`config.mk`:
```
export PLATFORM = sky130hd
export DESIGN_NAME = dmt_channel
export DESIGN_NICKNAME = d
export VERILOG_FILES = /design/src/rtl/dmt_pkg.sv /design/src/rtl/dmt_tick_gen.sv /design/src/rtl/dmt_chan_core.sv /design/src/rtl/dmt_rd_mux.sv /design/src/rtl/dmt_channel.sv
export SDC_FILE = /design/constraint.sdc
export NUM_CORES = 1
export LEC_CHECK = 0
export CAP_MARGIN = 20
export CORE_MARGIN = 4
export CORE_UTILIZATION = 50
export DETAILED_ROUTE_END_ITERATION = 10
export GPL_TIMING_DRIVEN = 0
export PLACE_DENSITY = 0.72
export SLEW_MARGIN = 20
export SYNTH_ARGS = -nofsm -noshare
export SYNTH_HDL_FRONTEND = slang
export SYNTH_SLANG_ARGS = --single-unit
```
`constraint.sdc`:
```
create_clock -name clk -period 4.2 [get_ports clk]
set_input_delay 0.84 -clock clk [delete_from_list [all_inputs] [get_ports clk]]
set_output_delay 0.84 -clock clk [all_outputs]
set_load 0.02 [all_outputs]
```
`src/rtl/dmt_pkg.sv`:
```
// Package: dmt_pkg
// Shared widths, word indices and fixed values for the dual-mode channel.
// Assumes a 32-bit register port and a 63-bit user count.
package dmt_pkg;
    localparam int DATA_W = 32;
    localparam int CNT_W  = 63;
    localparam int LIM_W  = 31;
    localparam int ADDR_W = 3;

    localparam logic [CNT_W-1:0]  STEP     = 63'h200;
    localparam logic [CNT_W-1:0]  USER_MAX = 63'h7FFF_FFFF_FFFF_FE00;
    localparam logic [CNT_W-1:0]  FREE_MAX = 63'h7FFF_FE00;
    localparam logic [LIM_W-1:0]  LIM_FORCE = 31'h7FFF_FE00;
    localparam logic [DATA_W-1:0] LIM_MASK = 32'h7FFF_FE00;
    localparam logic [DATA_W-1:0] LO_MASK  = 32'hFFFF_FE00;

    localparam logic [ADDR_W-1:0] W_HI   = 3'd0;
    localparam logic [ADDR_W-1:0] W_LO   = 3'd1;
    localparam logic [ADDR_W-1:0] W_QLIM = 3'd2;
    localparam logic [ADDR_W-1:0] W_RUN  = 3'd3;
endpackage

```
`src/rtl/dmt_tick_gen.sv`:
```
// Module: dmt_tick_gen
// Produces a one-cycle tick every TICK_DIV clocks. phase_rst_i restarts
// the period, so the first tick lands TICK_DIV edges after the restart.
// Assumes TICK_DIV >= 2.
module dmt_tick_gen #(
    parameter int TICK_DIV = 50
) (
    input  logic clk,
    input  logic rst_n,
    input  logic phase_rst_i,
    output logic tick_o
);
    localparam int PW = $clog2(TICK_DIV);
    localparam logic [PW-1:0] LAST = PW'(TICK_DIV - 1);

    logic [PW-1:0] pre_q;

    assign tick_o = (pre_q == LAST);

    // Prescaler: counts clocks within one tick period.
    always_ff @(posedge clk) begin
        if (!rst_n || phase_rst_i) pre_q <= '0;
        else if (tick_o)           pre_q <= '0;
        else                       pre_q <= pre_q + 1'b1;
    end

    p_tick_period_r2: assert property (@(posedge clk) disable iff (!rst_n)
        tick_o |=> !tick_o);
endmodule

```
`src/rtl/dmt_chan_core.sv`:
```
// Module: dmt_chan_core
// Holds the count, limit, reached flag, interrupt, run bit and the
// registered mode copy. It applies ticks, register writes, read side
// effects and mode-change side effects. When the mode bit changes, the
// transition overrides any count or limit write in the same cycle.
// Assumes the count stays below 2**31 in counter mode.
module dmt_chan_core
    import dmt_pkg::*;
(
    input  logic              clk,
    input  logic              rst_n,
    input  logic              mode_i,
    input  logic              tick_i,
    input  logic              wr_i,
    input  logic              rd_i,
    input  logic [ADDR_W-1:0] addr_i,
    input  logic [DATA_W-1:0] wdata_i,
    output logic              phase_rst_o,
    output logic              mode_q_o,
    output logic [CNT_W-1:0]  cnt_o,
    output logic [LIM_W-1:0]  lim_o,
    output logic              rch_o,
    output logic              run_o,
    output logic              irq_o
);
    logic             mode_q, run_q, rch_q, irq_q;
    logic [CNT_W-1:0] cnt_q, cnt_n, step;
    logic [LIM_W-1:0] lim_q, lim_n;
    logic             rch_n, irq_n;
    logic             mode_chg;

    assign mode_chg = (mode_i != mode_q);
    assign step     = cnt_q + STEP;

    // Next-state: read clear, tick, register write, then mode transition.
    always_comb begin
        cnt_n = cnt_q;
        lim_n = lim_q;
        rch_n = rch_q;
        irq_n = irq_q;
        phase_rst_o = 1'b0;
        if (!mode_chg && rd_i && !mode_q && addr_i == W_HI) begin
            irq_n = 1'b0;
            rch_n = 1'b0;
        end
        if (tick_i && (!mode_q || run_q)) begin
            if (mode_q) begin
                if (cnt_q >= USER_MAX - STEP) begin
                    cnt_n = '0;
                    rch_n = 1'b1;
                end else begin
                    cnt_n = step;
                end
            end else if (lim_q != '0) begin
                if (step >= {{(CNT_W-LIM_W){1'b0}}, lim_q}) begin
                    cnt_n = '0;
                    rch_n = 1'b1;
                    irq_n = 1'b1;
                end else begin
                    cnt_n = step;
                end
            end else if (step >= FREE_MAX) begin
                cnt_n = '0;
            end else begin
                cnt_n = step;
            end
        end
        if (!mode_chg && wr_i) begin
            case (addr_i)
                W_HI: begin
                    phase_rst_o = 1'b1;
                    if (mode_q) begin
                        cnt_n[CNT_W-1:DATA_W] = wdata_i[LIM_W-1:0];
                        rch_n = 1'b0;
                    end else begin
                        lim_n = LIM_W'(wdata_i & LIM_MASK);
                        cnt_n = '0;
                        irq_n = 1'b0;
                    end
                end
                W_LO: begin
                    if (mode_q) begin
                        cnt_n[DATA_W-1:0] = wdata_i & LO_MASK;
                        rch_n = 1'b0;
                        phase_rst_o = 1'b1;
                    end
                end
                W_QLIM: lim_n = LIM_W'(wdata_i & LIM_MASK);
                default: ;
            endcase
        end
        if (mode_chg) begin
            irq_n = 1'b0;
            if (mode_i) begin
                lim_n = LIM_FORCE;
            end else begin
                cnt_n = '0;
                rch_n = 1'b0;
                phase_rst_o = 1'b1;
            end
        end
    end

    // State registers.
    always_ff @(posedge clk) begin
        if (!rst_n) begin
            mode_q <= 1'b0;
            cnt_q  <= '0;
            lim_q  <= '0;
            rch_q  <= 1'b0;
            irq_q  <= 1'b0;
        end else begin
            mode_q <= mode_i;
            cnt_q  <= cnt_n;
            lim_q  <= lim_n;
            rch_q  <= rch_n;
            irq_q  <= irq_n;
        end
    end

    // Run bit: recorded from word 3 in either mode.
    always_ff @(posedge clk) begin
        if (!rst_n)                       run_q <= 1'b1;
        else if (wr_i && addr_i == W_RUN) run_q <= wdata_i[0];
    end

    assign mode_q_o = mode_q;
    assign cnt_o    = cnt_q;
    assign lim_o    = lim_q;
    assign rch_o    = rch_q;
    assign run_o    = run_q;
    assign irq_o    = irq_q;

    p_grain_r2: assert property (@(posedge clk) disable iff (!rst_n)
        cnt_q[8:0] == 9'd0);
    p_irq_has_flag_r3: assert property (@(posedge clk) disable iff (!rst_n)
        irq_q |-> rch_q);
    p_read_clears_r5: assert property (@(posedge clk) disable iff (!rst_n)
        (!mode_q && !mode_chg && rd_i && addr_i == W_HI && !tick_i) |=> !irq_q);
    p_halted_r6: assert property (@(posedge clk) disable iff (!rst_n)
        (mode_q && !mode_chg && !run_q && !(wr_i && (addr_i == W_HI || addr_i == W_LO)))
        |=> $stable(cnt_q));
    p_user_quiet_r9: assert property (@(posedge clk) disable iff (!rst_n)
        mode_q |-> !irq_q);
    p_enter_user_r10: assert property (@(posedge clk) disable iff (!rst_n)
        $rose(mode_q) |-> (lim_q == LIM_FORCE && !irq_q));
    p_leave_user_r11: assert property (@(posedge clk) disable iff (!rst_n)
        $fell(mode_q) |-> (cnt_q == '0 && !rch_q));
endmodule

```
`src/rtl/dmt_rd_mux.sv`:
```
// Module: dmt_rd_mux
// Combinational read-data selection. The meaning of words 0 and 1
// depends on the registered mode. Unmapped words read as zero.
module dmt_rd_mux
    import dmt_pkg::*;
(
    input  logic              mode_q_i,
    input  logic [ADDR_W-1:0] addr_i,
    input  logic [CNT_W-1:0]  cnt_i,
    input  logic [LIM_W-1:0]  lim_i,
    input  logic              rch_i,
    input  logic              run_i,
    output logic [DATA_W-1:0] rdata_o
);
    // Word decode.
    always_comb begin
        case (addr_i)
            W_HI:    rdata_o = mode_q_i ? {rch_i, cnt_i[CNT_W-1:DATA_W]} : {1'b0, lim_i};
            W_LO:    rdata_o = mode_q_i ? cnt_i[DATA_W-1:0] : {rch_i, cnt_i[LIM_W-1:0]};
            W_RUN:   rdata_o = {{(DATA_W-1){1'b0}}, run_i};
            default: rdata_o = '0;
        endcase
    end
endmodule

```
`src/rtl/dmt_channel.sv`:
```
// Module: dmt_channel (top)
// One processor's dual-mode counter/timer channel: tick prescaler,
// state core and read mux. user_mode_i is this processor's bit of the
// shared mode register.
module dmt_channel
    import dmt_pkg::*;
#(
    parameter int TICK_DIV = 50
) (
    input  logic              clk,
    input  logic              rst_n,
    input  logic              user_mode_i,
    input  logic              reg_wr_i,
    input  logic              reg_rd_i,
    input  logic [2:0]        reg_addr_i,
    input  logic [31:0]       reg_wdata_i,
    output logic [31:0]       reg_rdata_o,
    output logic              irq_o
);
    logic             tick, phase_rst, mode_q, rch, run;
    logic [CNT_W-1:0] cnt;
    logic [LIM_W-1:0] lim;

    dmt_tick_gen #(.TICK_DIV(TICK_DIV)) u_tick (
        .clk(clk), .rst_n(rst_n), .phase_rst_i(phase_rst), .tick_o(tick)
    );

    dmt_chan_core u_core (
        .clk(clk), .rst_n(rst_n), .mode_i(user_mode_i), .tick_i(tick),
        .wr_i(reg_wr_i), .rd_i(reg_rd_i), .addr_i(reg_addr_i),
        .wdata_i(reg_wdata_i), .phase_rst_o(phase_rst), .mode_q_o(mode_q),
        .cnt_o(cnt), .lim_o(lim), .rch_o(rch), .run_o(run), .irq_o(irq_o)
    );

    dmt_rd_mux u_rd (
        .mode_q_i(mode_q), .addr_i(reg_addr_i), .cnt_i(cnt), .lim_i(lim),
        .rch_i(rch), .run_i(run), .rdata_o(reg_rdata_o)
    );
endmodule

```
==> results of run 1 <==
==> per-stage QoR <==
| step | setup TNS (ns) | area [µm²] | utilization (%) | power, mW | cells |
|---|---|---|---|---|---|
| after floorplan | 0 | 8270 | - | 1.23 | 1125 |
| after detailed placement | -53.52 | 9260 | 57.7 | 1.38 | 1413 |
| after global routing | -0.00750 | 9850 | 61.4 | 2.38 | 1427 |
| after CTS | 0 | 9700 | 60.4 | 2.30 | 1424 |
| final | 0 | 9850 | 61.4 | 2.31 | 1427 |
| after global placement | -51.71 | 9260 | 57.7 | 1.38 | 1413 |
==> registers in the layout (all words and copies together) (netlist names) <==
register         flops
u_core.cnt_o        63
u_core.lim_o        31
u_tick.pre_q         6
u_core.irq_o         1
u_core.mode_q_o      1
u_core.rch_o         1
u_core.run_o         1
==> kinds of logic (layout without fill, tap and decap cells) <==
family	Yosys count	after routing
adders and majority gates	36	36
and+or+nand+nor	478	479
xor gates and xnor gates	76	76
buffers and inverters	140	225
DFF	104	104
muxes	57	57
AOI/OAI and AO/OA	234	234
==> area by class of cell <==
cell class                 instances  area, µm²  area share (%)
inverter                          46        173            1.75
tap                              216        270            2.74
clock inverter                     6       73.8           0.749
multi-input combinational        882       5790            58.7
sequential                       104       2100            21.3
clock buffer                      10        239            2.43
timing repair buffer              87        843            8.56
buffer                            76        368            3.73
==> how the worst min path moves through the flow <==
stage          slack, ns  depth (start not counted)         endpoint
6_report            0.47                          1  u_tick.pre_q[0]
4_1_cts             0.48                          1  u_tick.pre_q[0]
5_1_grt             0.51                          1  u_tick.pre_q[0]
3_5_place_dp        0.46                          1  u_tick.pre_q[0]
3_3_place_gp        0.45                          1  u_tick.pre_q[0]
2_1_floorplan       0.43                          1  u_tick.pre_q[0]
==> metal layers <==
layer	routed length, µm	share of wire, %
met2	15300	43
met1	14500	41
met3	3810	11
met4	1780	5.0
met5	0	0
==> cell usage after synthesis (3+ instances only) <==
cell       instances  area, µm²
clkbuf_1          67        251
buf_1              9       33.8
a21o_1             3       22.5
mux2_2             3       33.8
nor4b_1            3       26.3
o21ai_0           47        235
a211o_1            3       26.3
a211oi_1           7       52.6
o31ai_1            7       52.6
buf_2             15       75.1
o21a_1             6       45.0
mux2i_1           54        541
or2_2              3       18.8
xor2_1            28        245
or4_1             13       97.6
o2bb2ai_1          3       26.3
and2_1            23        144
a31oi_1           10       62.6
nand3_1           46        230
nor3_1            35        175
a21oi_1           49        245
and4_1            13        114
nand4_1           39        244
nand2_1           99        372
dfxtp_1          104       2080
nand2b_1           4       25.0
ha_1              36        450
and3_1            14       87.6
o21ai_1           32        160
inv_1             46        173
o2111ai_1          5       43.8
a221oi_1           7       61.3
xnor2_1           48        420
nor2_1           126        473
a21boi_0          22        165
a22oi_1            8       60.1
nor4_1            36        225
or3_1              8       50.1
==> power breakdown <==
part | leakage [nW] | switching (mW) | internal [mW]
combinational | 2.53 | 0.210 | 0.133
sequential | 0.850 | 0.0357 | 1.01
clock | 0.147 | 0.440 | 0.487
==> repair_timing <==
action                                  4_1_cts  5_1_grt
cloned                                        0        2
setup buffers                                 5        9
pin swaps                                     5        9
gates resized for setup                      33       49
endpoints found under the setup margin       90       84
==> out/results.ini, run 1 <==
[run_status]
status = completed

[clock_network]
cts_inserted_buffers = 9
cts_hold_buf = 0
clkLatencyLatePin_ns = 0.37
cts.sinks = 104
max-clock-path-buffers = 2
htree_levels = 3
path_clk_slew_ns = 0.08
root_buffer = clkbuf_16
tritoncts = yes

[power]
power-per-cell-area_nw_per_um2 = 235
p_leak_nw = 3.53
vdd_ir_drop_max_mv = 0.222

[final_layout]
fin_nets = 1282
area_delta_synth_final_pct = 19.1
fillers = 1543
drive_above_1_share_pct = 9.41
final_common_cell = nor2_1
antenna_cells = 0
final_cell_mix = nor2_1, nand2_1, dfxtp_1

[timing]
fin_ws_ns = 0.0261
min_period_over_period_pct = 99.4
finalHoldViolCount = 0
finalCriticalPeriod_ns = 4.17
worst_slew_pin_slew_ns = 1.16
fmax_ghz = 0.240
finClkSkew_ns = 0.00763
slew_violations = 0
whs_ns = 0.471
slew_headroom_pct = 22.2
finalSetupViolCount = 0

[placement]
dp_hpwl_um = 27200
io_buffers = 72
pre_cts_ws_ns = -0.982
place_congestion = 1.04

[worst_setup_path]
slowest_delay_ns = 0.53
path_buf_inv = 1
cp.arrival_ns = 4.44
crit_end = u_core.cnt_o[19]
r2r_cells = 15
cp_max_fo = 10
path_class = register to register
regToRegStartpoint = u_core.cnt_o[24]
critPathTopFamily = simple AND/OR/NAND/NOR gates
r2r-end = u_core.cnt_o[19]
crit_path_cell_trace = nand2_2 -> or3_1 -> o21a_1 -> or2_2 -> ha_1 -> nand2_1 -> nor3_1 -> nand3_1 -> a31oi_2 -> nor2_2 -> o21ai_4 -> o31ai_4 -> buf_6 -> and2b_2 -> a22o_1
cp-end-kind = register
critPathLaunch = u_core.cnt_o[24]
critPathLaunchType = register
slowest_stage = dfxtp_2
cp.required_ns = 4.47
path_depth = 15
r2r_setup_slack_ns = 0.03

[floorplanning]
rows = 46
core_um2 = 16100
die_y_um = 137
die-area_um2 = 18700
start_util_pct = 51.5
die-width_um = 137
io_pins = 73

[synthesis]
synth_xor_area_share_pct = 8.05
muxShareOfSynthArea_pct = 6.94
synth_nets = 1201
seq_area_frac_synth_pct = 25.2
syn_area_um2 = 8270
syn_avg_cell_area_um2 = 7.35
yosys_register_bits = 104
yosys.cell_types.count = 71
synth_top_family_by_area = simple AND/OR/NAND/NOR gates
yosys_warnings = 0
synth_edf_count = 0
ys.flop_type = dfxtp_1
yosys.area_share.simple_pct = 29.3
synth-compound-area-share_pct = 18.3
async_flop_share_pct = 0
syn_inst = 1125
synth_fa_ha_area_share_pct = 5.45

[global_route]
use_met2_pct = 57.3
grt_pass1_vias = 8468
grt_pass1_wl_um = 52300
grt_usage_pct = 37.4
gr-usage-met3_pct = 5.85
grt_max_degree = 19
grt_busiest_layer = met2
met1_usage_pct = 52.0
globalRoute.totalOverflow = 0
antenna_found_initial = 0

[detailed_routing]
drcViolationCount = 0
wl_per_cell_um = 24.8
dr_total_vias = 9336
dr.pass1.iters = 6
postRouteAntennaNets = 0
viasPerCell = 6.54
drt_wl_total_um = 35400
drtIter0Drc = 1449

[hold_path]
hold_path_class = register to register
holdCritStartpoint = u_tick.pre_q[0]

[run]
maxCapViolations = 0

(Power assumes the default switching activity.)
==> inputs of run 2 (changes only) <==
PLACE_DENSITY = 0.73   (was 0.72)
SYNTH_HIERARCHICAL = 1   (was not set)
==> run 2 against run 1 <==
  * Combinational power fell by 3%
  * Cell count is 11% lower
  * Non-clock buffer count is 4 higher
  * Via count shrank 12%
  * Highest routed layer unchanged
==> out/results.ini, run 2 <==
[clock_network]
htree_levels = 3
root_buffer = clkbuf_16
clkLatencyLatePin_ns = 0.37
max-clock-path-buffers = 2
cts.sinks = 104
tritoncts = yes
path_clk_slew_ns = 0.08
cts_inserted_buffers = 9

[detailed_routing]
drtIter0Drc = 1047
viasPerCell = 6.44
dr_total_vias = 8228
postRouteAntennaNets = 0
wl_per_cell_um = 23.6
dr.pass1.iters = 6
drt_wl_total_um = 30200
drcViolationCount = 0

[timing]
slew_headroom_pct = 28.2
slew_violations = 0
finalCriticalPeriod_ns = 4.16
fmax_ghz = 0.240
finalHoldViolCount = 0
finalSetupViolCount = 0
finClkSkew_ns = 0.0145
min_period_over_period_pct = 99.1
setup_tns_ns = 0
worst_slew_pin_slew_ns = 1.07

[floorplanning]
rows = 46
io_pins = 73
core_um2 = 15800
die_y_um = 135
die-width_um = 135
die-area_um2 = 18200
start_util_pct = 50.8

[synthesis]
yosys.cell_types.count = 86
yosysMostFrequentCell = dfxtp_1
yosys_register_bits = 104
synth_top_area_share_pct = 25.9
ys.flop_type = dfxtp_1
syn_area_um2 = 8040
synth_edf_count = 0
synthTopCellsByArea = dfxtp_1, mux2i_1, ha_1, o2bb2ai_2, xnor2_1
seq_area_frac_synth_pct = 25.9
yosys-top-cells-count = dfxtp_1, nand2_1, mux2i_1
yosys.area.top_type = dfxtp_1
syn_inst = 947
synth_nets = 1023
yosys_warnings = 6
async_flop_share_pct = 0
syn_avg_cell_area_um2 = 8.49

[final_layout]
final_util_pct = 62.2
antenna_cells = 0
largest_reg_flops = 63
area_delta_synth_final_pct = 22.5
drive_above_1_share_pct = 18.6
final_common_cell = dfxtp_1
fin_nets = 1132
final_cell_mix = dfxtp_1, nand2_1, clkdlybuf4s50_1
design_area_um2 = 9850

[global_route]
gr-usage-met3_pct = 6.11
antenna_found_initial = 0
globalRoute.totalOverflow = 0
grt_pass1_wl_um = 44800
grt_max_degree = 20
met1_usage_pct = 45.0
grt_pass1_vias = 7585
use_met2_pct = 48.7
grt_busiest_layer = met2
grt_usage_pct = 32.3

[worst_setup_path]
crit_top_cell = ha_4
cp.arrival_ns = 4.42
crit_path_cell_trace = ha_4 -> nand4_4 -> or4b_4 -> o21a_1 -> or2_4 -> ha_4 -> nand2_2 -> or3_4 -> nor4_4 -> buf_4 -> o21ai_2 -> o211a_4 -> o21ai_4 -> or2_1 -> buf_6 -> o21ai_1 -> a31o_1
slowest_stage = or4b_4
critPathTopFamily = simple AND/OR/NAND/NOR gates
cp_max_fo = 7
r2r-end = u_core/cnt_o[25]
cp-end-kind = register
r2r_setup_slack_ns = 0.04
path_buf_inv = 2
r2r_cells = 17
regToRegStartpoint = u_core/cnt_o[10]
cp.required_ns = 4.46
slowest_delay_ns = 0.62
critPathLaunchType = register
path_class = register to register

[power]
power-per-cell-area_nw_per_um2 = 231
power_mw = 2.27
vdd_ir_drop_max_mv = 0.207
p_leak_nw = 3.45

[placement]
io_buffers = 72
place_congestion = 1.01
dp_hpwl_um = 22500
place_area_um2 = 9060

[run]
maxCapViolations = 0

[hold_path]
hold_depth = 1
hold_path_class = register to register
holdCritStartpoint = u_tick/pre_q[0]
whs_endpoint = u_tick/pre_q[0]

[run_status]
status = completed

run 2: changes by cell type in the layout (fill, tap and decap cells not counted), moves of 9 or more:
cell,previous run,this run
o21ai_0,47,37
nor4_1,31,22
buf_6,6,15
buf_4,14,28
nor2_1,123,47
a21oi_1,48,9
o21ai_2,0,11
o2bb2ai_2,0,30
nand3_1,42,32
and2_1,22,4
clkbuf_1,41,26
o21ai_1,31,8
run 2: final cells by class:
cell class                 instances  area (µm²)
fill                            1387        5980
multi-input combinational        731        5630
sequential                       104        2100
timing repair buffer             101         945
buffer                            66         425
tap                              216         270
clock buffer                      10         250
inverter                          43         161
clock inverter                     6        61.3
run 2: how the worst max path moves through the flow:
stage / start / end / slack [ns] / depth (start not counted)
global route: u_core/cnt_o[9] / u_core/cnt_o[28] / -0.05 / 17
finish: u_core/cnt_o[10] / u_core/cnt_o[25] / 0.04 / 17
CTS: u_core/cnt_o[10] / u_core/cnt_o[25] / -0.06 / 18
global placement: u_core/cnt_o[10] / u_core/cnt_o[25] / -1.13 / 18
floorplan: u_core/cnt_o[10] / u_core/cnt_o[25] / 0.006 / 19
detailed placement: u_core/cnt_o[10] / u_core/cnt_o[25] / -1.15 / 18
run 2: timing repair:
action / CTS / global route
cloned: 1 / 0
setup buffers: 15 / 12
gates resized for setup: 38 / 37
hold buffers: 0 / 0
pin swaps: 16 / 22
setup endpoints to repair: 65 / 63
run 2: layer usage:
metal | share of wire, % | up-vias | routed length, µm
li1 | - | 3721 | -
met1 | 42 | 3862 | 12700
met2 | 43 | 513 | 13000
met3 | 10 | 132 | 3050
met4 | 5.0 | 0 | 1510
met5 | 0 | - | 0
run 2: per-stage QoR:
step | std cells | setup slack (ns) | hold WS (ns)
finish | 1277 | 0.0375 | 0.480
global route | 1277 | -0.0465 | 0.507
CTS | 1266 | -0.0566 | 0.488
detailed placement | 1236 | -1.15 | 0.468
global placement | 1235 | -1.13 | 0.459
floorplan | 947 | 0.00638 | 0.443
run 2: worst reg2reg max path: cells and delay by family, from the launching register on:
family | cells | cell delay, ns
compound gates | 6 | 1.08
fa+ha+maj | 2 | 0.41
buf+inv | 2 | 0.34
flops | 1 | 0.38
simple gates | 7 | 1.82
run 2: cells by family after synthesis:
group	count (synthesis)	share of synthesized area [%]
DFF	104	25.9
xor gates and xnor gates	72	7.85
adders and majority gates	36	5.60
buffers and inverters	112	7.07
AOI/OAI and AO/OA	199	21.1
and+or+nand+nor	367	25.3
muxes	57	7.11
run 2: power by group:
part / switching [mW] / internal, mW
registers: 0.0370 / 1.01
clock network: 0.439 / 0.453
logic: 0.197 / 0.137
